## src/rtl/bht_pkg.sv

```systemverilog
package bht_pkg;
  typedef enum logic [1:0] {
    ST_IDLE = 2'd0,
    ST_SHOW = 2'd1,
    ST_HOLD = 2'd2
  } tx_state_t;
endpackage

```

## src/rtl/bht_ack_sync.sv

```systemverilog
module bht_ack_sync #(
  parameter int STAGES = 2
) (
  input  logic clk,
  input  logic rst_n,
  input  logic async_in,
  output logic sync_out
);
  logic [STAGES-1:0] chain;

  always_ff @(posedge clk or negedge rst_n) begin
    if (!rst_n) chain <= '0;
    else        chain <= {chain[STAGES-2:0], async_in};
  end

  assign sync_out = chain[STAGES-1];
endmodule

```

## src/rtl/bht_chunk_pick.sv

```systemverilog
module bht_chunk_pick #(
  parameter int CHUNK_W    = 8,
  parameter int NUM_CHUNKS = 4,
  localparam int WORD_W    = CHUNK_W * NUM_CHUNKS,
  localparam int IDX_W     = $clog2(NUM_CHUNKS)
) (
  input  logic [WORD_W-1:0]  word,
  input  logic [IDX_W-1:0]   idx,
  output logic [CHUNK_W-1:0] chunk
);
  logic [CHUNK_W-1:0] slices [NUM_CHUNKS];

  for (genvar g = 0; g < NUM_CHUNKS; g++) begin : g_slice
    assign slices[g] = word[g*CHUNK_W +: CHUNK_W];
  end

  assign chunk = slices[idx];
endmodule

```

## src/rtl/bht_ctrl.sv

```systemverilog
module bht_ctrl
  import bht_pkg::*;
#(
  parameter int NUM_CHUNKS = 4,
  parameter int MIN_GAP    = 2,
  localparam int IDX_W     = $clog2(NUM_CHUNKS),
  localparam int GAP_W     = $clog2(MIN_GAP + 1)
) (
  input  logic             clk,
  input  logic             rst_n,
  input  logic             in_valid,
  input  logic             ack_s,
  output logic             in_ready,
  output logic             load,
  output logic             show,
  output logic [IDX_W-1:0] idx
);
  tx_state_t        state;
  logic [GAP_W-1:0] gap_cnt;
  logic             gap_done;
  logic             last_chunk;

  assign gap_done   = (gap_cnt == GAP_W'(MIN_GAP - 1));
  assign last_chunk = (idx == IDX_W'(NUM_CHUNKS - 1));
  assign in_ready   = (state == ST_IDLE);
  assign load       = in_ready && in_valid;
  assign show       = (state == ST_SHOW);

  always_ff @(posedge clk or negedge rst_n) begin
    if (!rst_n) begin
      state   <= ST_IDLE;
      idx     <= '0;
      gap_cnt <= '0;
    end else begin
      case (state)
        ST_IDLE: begin
          if (in_valid) begin
            state <= ST_SHOW;
            idx   <= '0;
          end
        end
        ST_SHOW: begin
          if (ack_s) begin
            state   <= ST_HOLD;
            gap_cnt <= '0;
          end
        end
        ST_HOLD: begin
          if (!gap_done) gap_cnt <= gap_cnt + GAP_W'(1);
          if (gap_done && !ack_s) begin
            if (last_chunk) begin
              state <= ST_IDLE;
            end else begin
              state <= ST_SHOW;
              idx   <= idx + IDX_W'(1);
            end
          end
        end
        default: state <= ST_IDLE;
      endcase
    end
  end

  // a shown chunk is held until the synchronised acknowledge arrives
  p_hold_until_ack_r4: assert property (@(posedge clk) disable iff (!rst_n)
    (state == ST_SHOW && !ack_s) |=> (state == ST_SHOW));

  // frame stays released for the minimum gap
  p_min_gap_r5: assert property (@(posedge clk) disable iff (!rst_n)
    (state == ST_HOLD && !gap_done) |=> (state == ST_HOLD));

  // next chunk waits for acknowledge low
  p_wait_ack_low_r5: assert property (@(posedge clk) disable iff (!rst_n)
    (state == ST_HOLD && ack_s) |=> (state == ST_HOLD));

  // chunks advance one index at a time
  p_chunk_order_r6: assert property (@(posedge clk) disable iff (!rst_n)
    (state == ST_HOLD && gap_done && !ack_s && !last_chunk)
      |=> (state == ST_SHOW && idx == $past(idx) + IDX_W'(1)));

  // idle again after the last chunk
  p_back_idle_r7: assert property (@(posedge clk) disable iff (!rst_n)
    (state == ST_HOLD && gap_done && !ack_s && last_chunk) |=> in_ready);
endmodule

```

## src/rtl/byte_handshake_tx.sv

```systemverilog
module byte_handshake_tx #(
  parameter int SAMPLE_W    = 24,
  parameter int CHUNK_W     = 8,
  parameter int NUM_CHUNKS  = 4,
  parameter int MIN_GAP     = 2,
  parameter int SYNC_STAGES = 2,
  localparam int WORD_W     = CHUNK_W * NUM_CHUNKS,
  localparam int IDX_W      = $clog2(NUM_CHUNKS)
) (
  input  logic                clk,
  input  logic                rst_n,
  input  logic                in_valid,
  output logic                in_ready,
  input  logic [SAMPLE_W-1:0] in_data,
  input  logic                host_ack,
  output logic                frame_n,
  output logic [CHUNK_W-1:0]  bus_data
);
  logic              ack_s;
  logic              load;
  logic              show;
  logic [IDX_W-1:0]  idx;
  logic [WORD_W-1:0] word_ext;
  logic [WORD_W-1:0] word_q;
  logic [CHUNK_W-1:0] chunk;

  if (SAMPLE_W < WORD_W) begin : g_pad
    assign word_ext = {{(WORD_W - SAMPLE_W){1'b0}}, in_data};
  end else begin : g_full
    assign word_ext = in_data[WORD_W-1:0];
  end

  bht_ack_sync #(.STAGES(SYNC_STAGES)) u_sync (
    .clk(clk), .rst_n(rst_n), .async_in(host_ack), .sync_out(ack_s)
  );

  bht_ctrl #(.NUM_CHUNKS(NUM_CHUNKS), .MIN_GAP(MIN_GAP)) u_ctrl (
    .clk(clk), .rst_n(rst_n), .in_valid(in_valid), .ack_s(ack_s),
    .in_ready(in_ready), .load(load), .show(show), .idx(idx)
  );

  always_ff @(posedge clk or negedge rst_n) begin
    if (!rst_n)    word_q <= '0;
    else if (load) word_q <= word_ext;
  end

  bht_chunk_pick #(.CHUNK_W(CHUNK_W), .NUM_CHUNKS(NUM_CHUNKS)) u_pick (
    .word(word_q), .idx(idx), .chunk(chunk)
  );

  assign frame_n  = !show;
  assign bus_data = show ? chunk : '0;

  // bus is quiet while frame is high
  p_quiet_bus_r2: assert property (@(posedge clk) disable iff (!rst_n)
    frame_n |-> (bus_data == '0));

  // byte stable while frame stays low
  p_stable_byte_r3: assert property (@(posedge clk) disable iff (!rst_n)
    (!frame_n && !$past(frame_n)) |-> (bus_data == $past(bus_data)));

  // ready only while frame released
  p_ready_idle_r8: assert property (@(posedge clk) disable iff (!rst_n)
    in_ready |-> frame_n);

  // accepted word shows its first chunk next cycle
  p_accept_shows_r10: assert property (@(posedge clk) disable iff (!rst_n)
    (in_valid && in_ready) |=> !frame_n);
endmodule

```

## config.mk

```make
export PLATFORM = sky130hd
export DESIGN_NAME = byte_handshake_tx
export DESIGN_NICKNAME = d
export VERILOG_FILES = /design/src/rtl/bht_pkg.sv /design/src/rtl/bht_ack_sync.sv /design/src/rtl/bht_chunk_pick.sv /design/src/rtl/bht_ctrl.sv /design/src/rtl/byte_handshake_tx.sv
export SDC_FILE = /design/constraint.sdc
export NUM_CORES = 1
export LEC_CHECK = 0
export BUFFER_PORTS_ARGS = -buffer_cell sky130_fd_sc_hd__buf_2
export CORE_MARGIN = 2
export CORE_UTILIZATION = 52
export DETAILED_ROUTE_END_ITERATION = 8
export GPL_TIMING_DRIVEN = 1
export HOLD_SLACK_MARGIN = 0.05
export PLACE_DENSITY = 0.77
export SLEW_MARGIN = 15
export SYNTH_ARGS = -nofsm -noshare
export SYNTH_HDL_FRONTEND = slang
export SYNTH_SLANG_ARGS = --single-unit
```

## constraint.sdc

```tcl
create_clock -name clk -period 2 [get_ports clk]
set_input_delay 0.1 -clock clk [delete_from_list [all_inputs] [get_ports clk]]
set_output_delay 0.1 -clock clk [all_outputs]
set_load 0.01 [all_outputs]
```

==> metrics.md <==
| Metric | Value |
|---|---|
| Outcome | completed |
| Leakage | 1.03 nW |
| Congestion Overflow GR | 0 |
| Fmax | about 540 MHz |
| Area after DPL | 1900 sq um |
| Area Overhead vs Synth | 34.3% |
| First-pass iteration count of the detailed router | 4 |
| Vias in the first global route | roughly 1300 |
| Slew Viols, Final | 0 |
| Fill count | 236 |
| Total core area | 3050 sq um |
| CTS clk-pin slew, worst paths | 90 ps |
| Non-Filler Instances | 250 |
| Die area | 3660 sq um |
| Final Critical Period | 1850 ps |
| H-tree levels | 2 |
| Worst VDD drop | 728 uV |
| Max_slew headroom | 53.4% |
| Design Area, Final | between 2000 and 2500 sq um |
| Port bufs | 37 |
| Vias | 1283 |
| Crit Path Class | reg -> out |
| Cell variety after synth | 35 |
| Number of clock buffers inserted by TritonCTS | 5 |
| WP data required | 1900 ps |
| Drt via density | between 5 and 6 |
| Part of the power in registers | around two fifths |
| Final setup violation count | 0 |
| Cell Area, Synth | 1660 sq um |
| Max Cap Viol | 0 |
| Leading area contributor after synthesis | dfrtp_1 |
| Number of flops mapped to enable cells by yosys | 0 |
| Clock Latency Late Sink | 320 ps |
| PD cells | 1310 nW/um^2 |
| Wire length per cell | 14.0 microns |
| RSZ-0062 raised after global routing | false |
| Longest Clk Path Bufs | 2 |
| Die width | 60.5 microns |
| Routability cong. | 0.845 |
| Synth top area share | between 40% and 50% |
| Critical Path Sink Type | output port |
| Worst-path maximum fanout | 11 |
| Most frequent cells in the layout | buf_2 (37), dfrtp_1 (31), dlygate4sd3_1 (26) |
| Final Skew | 3.44 ps |
| Worst-Margin Slew | approximately 700 ps |
| Synth warn | 0 |
| Setup bufs post-CTS | 0 |
| Final wirelength | between 3 and 4 mm |
| Initial antenna violation count | 0 |
| Power Internal | roughly 1.9 mW |
| Net count reported at finish | 242 |
| Layout cell share with drive strength beyond 1 | roughly two fifths |
| Comb pwr share | 46.4% |
| Endpoints failing hold | 0 |
| Hold crit path type | in -> reg |
| Ant diodes | 0 |
| Synth async-reset ratio | between 90% and 100% |
| DR iter-0 viols | 74 |
| Average size of a mapped cell | 11.9 sq um |
| Routed Antenna Nets | 0 |
| Crit start category | flip-flop |
| Sw frac | 35.0% |
| Seq/Total Area, Yosys | about half |
| CTS root buf | clkbuf_4 |
| Placement-stage worst setup slack | 289 ps |
| Critical path arrival | about 1800 ps |
| Post-Place Cells | 217 |
| Clock sinks | 32 |
| Initial Utilization | roughly 54% |
| Syn Inst Count | 139 |
| Commonest non-fill, non-tap cell in the layout | buf_2 |
| Clock Power Share | 13.7% |
| Net Count, Synth | about 180 |
| Synth area leaders | dfrtp_1 (48%), mux2_2 (16%), ha_1 (6.0%) |
| Sw power | 1.02 mW |
| Synthesized flop and latch total | 32 |
| DRC violations left | 0 |
| Fin worst setup slack | 146 ps |
| Die Height | 60.5 microns |
| Boundary pin count | 38 |
| Num rows | 20 |
| Fin Setup TNS | 0 ps |
| Tot GR Track Use | 22.0% |
| Crit share post-route | around 90% |
| Post-DP HPWL | between 2 and 2.5 mm |
| Largest net degree at the start of global routing | 33 |
| First-pass GRT wire length | 5.74 mm |
| Ys flop type | dfrtp_1 |
| TritonCTS clock tree | built |
-- synth_stat cells, types with 2 or more instances --
cell       n
a21oi_1    9
and3_1     2
buf_2      2
clkbuf_1   2
dfrtp_1   32
ha_1       8
inv_1      5
mux2_2    24
mux2i_1    9
nand2_1   11
nor2_1     2
nor2b_1    2
nor3b_1    3
or2_2      7
-- worst max-delay path, stage by stage, from the launching register on --
cell and delay (ps):
dfrtp_2 530, buf_4 190, nor2b_1 150, buf_4 170, nand2_1 60, a21oi_1 170, buf_2 160
-- metal layers --
metal | track usage (%) | up-vias | share of wire [%]
li1 | - | 620 | -
met1 | 23.9 | 612 | 38
met2 | 41.3 | 43 | 55
met3 | 4.90 | 8 | 4.9
met4 | 9.01 | 0 | 1.8
met5 | 0 | - | 0
-- area by class of cell --
class / count / area (sq um) / area share [%]
clock buffer: 7 / 65.1 / 2.92
inverter: 6 / 26.3 / 1.18
multi-input combinational: 95 / 800 / 35.9
sequential: 32 / 802 / 36.0
tap: 44 / 55.1 / 2.47
timing repair buffer: 66 / 480 / 21.6
-- through the flow --
| step | hold slack (ps) | power, mW | util (%) |
|---|---|---|---|
| 2_1_floorplan | -196 | 2.09 | - |
| 3_3_place_gp | 178 | 2.39 | 62.2 |
| 3_5_place_dp | 187 | 2.47 | 62.2 |
| 4_1_cts | 255 | 2.92 | 72.8 |
| 5_1_grt | 292 | 3.15 | 73.0 |
| 6_report | 273 | 2.91 | 73.0 |
-- flip-flops by register name, indices dropped and copies added (netlist names) --
register / count
u_ctrl.state: 2
u_ctrl.gap_cnt: 2
word_q: 24
u_sync.chain: 2
u_ctrl.idx: 2
-- power by group through the flow --
stage | Sequential (mW) | Combinational [mW] | Clock, mW
floorplan | 1.07 | 1.02 | 0
global placement | 1.13 | 1.25 | 0
CTS | 1.15 | 1.36 | 0.415
finish | 1.16 | 1.35 | 0.398
detailed placement | 1.16 | 1.31 | 0
global route | 1.20 | 1.50 | 0.448
-- what timing repair did --
| item | in CTS | in global routing |
|---|---|---|
| resized for setup | 0 | 2 |
| hold endpoints to repair | 57 | 0 |
| hold buffers | 26 | 0 |
| endpoints found under the setup margin | 0 | 8 |
-- kinds of logic (layout without fill, tap and decap cells) --
logic type,after synthesis,count (layout),synth area share (%)
mux,34,34,22.4
buf+inv,12,79,3.54
compound gates,18,18,7.39
simple gates,35,35,12.4
flops,32,32,48.3
fa+ha+maj,8,8,6.03
-- worst paths after layout --
| check | slack [ps] | to | from | cells past startpoint |
|---|---|---|---|---|
| worst min-delay path | 270 | u_ctrl.state[0] | in_valid | 4 |
| max in group asynchronous | 1150 | u_ctrl.idx[1] | rst_n | 2 |
| worst max register to register | 280 | u_ctrl.state[1] | u_ctrl.state[0] | 5 |
| min in group asynchronous | 350 | u_ctrl.gap_cnt[1] | rst_n | 2 |
| worst max-delay path | 150 | bus_data[2] | u_ctrl.idx[1] | 6 |
| worst min register to register | 380 | u_sync.chain[1] | u_sync.chain[0] | 0 |
(Power assumes the default switching activity.)
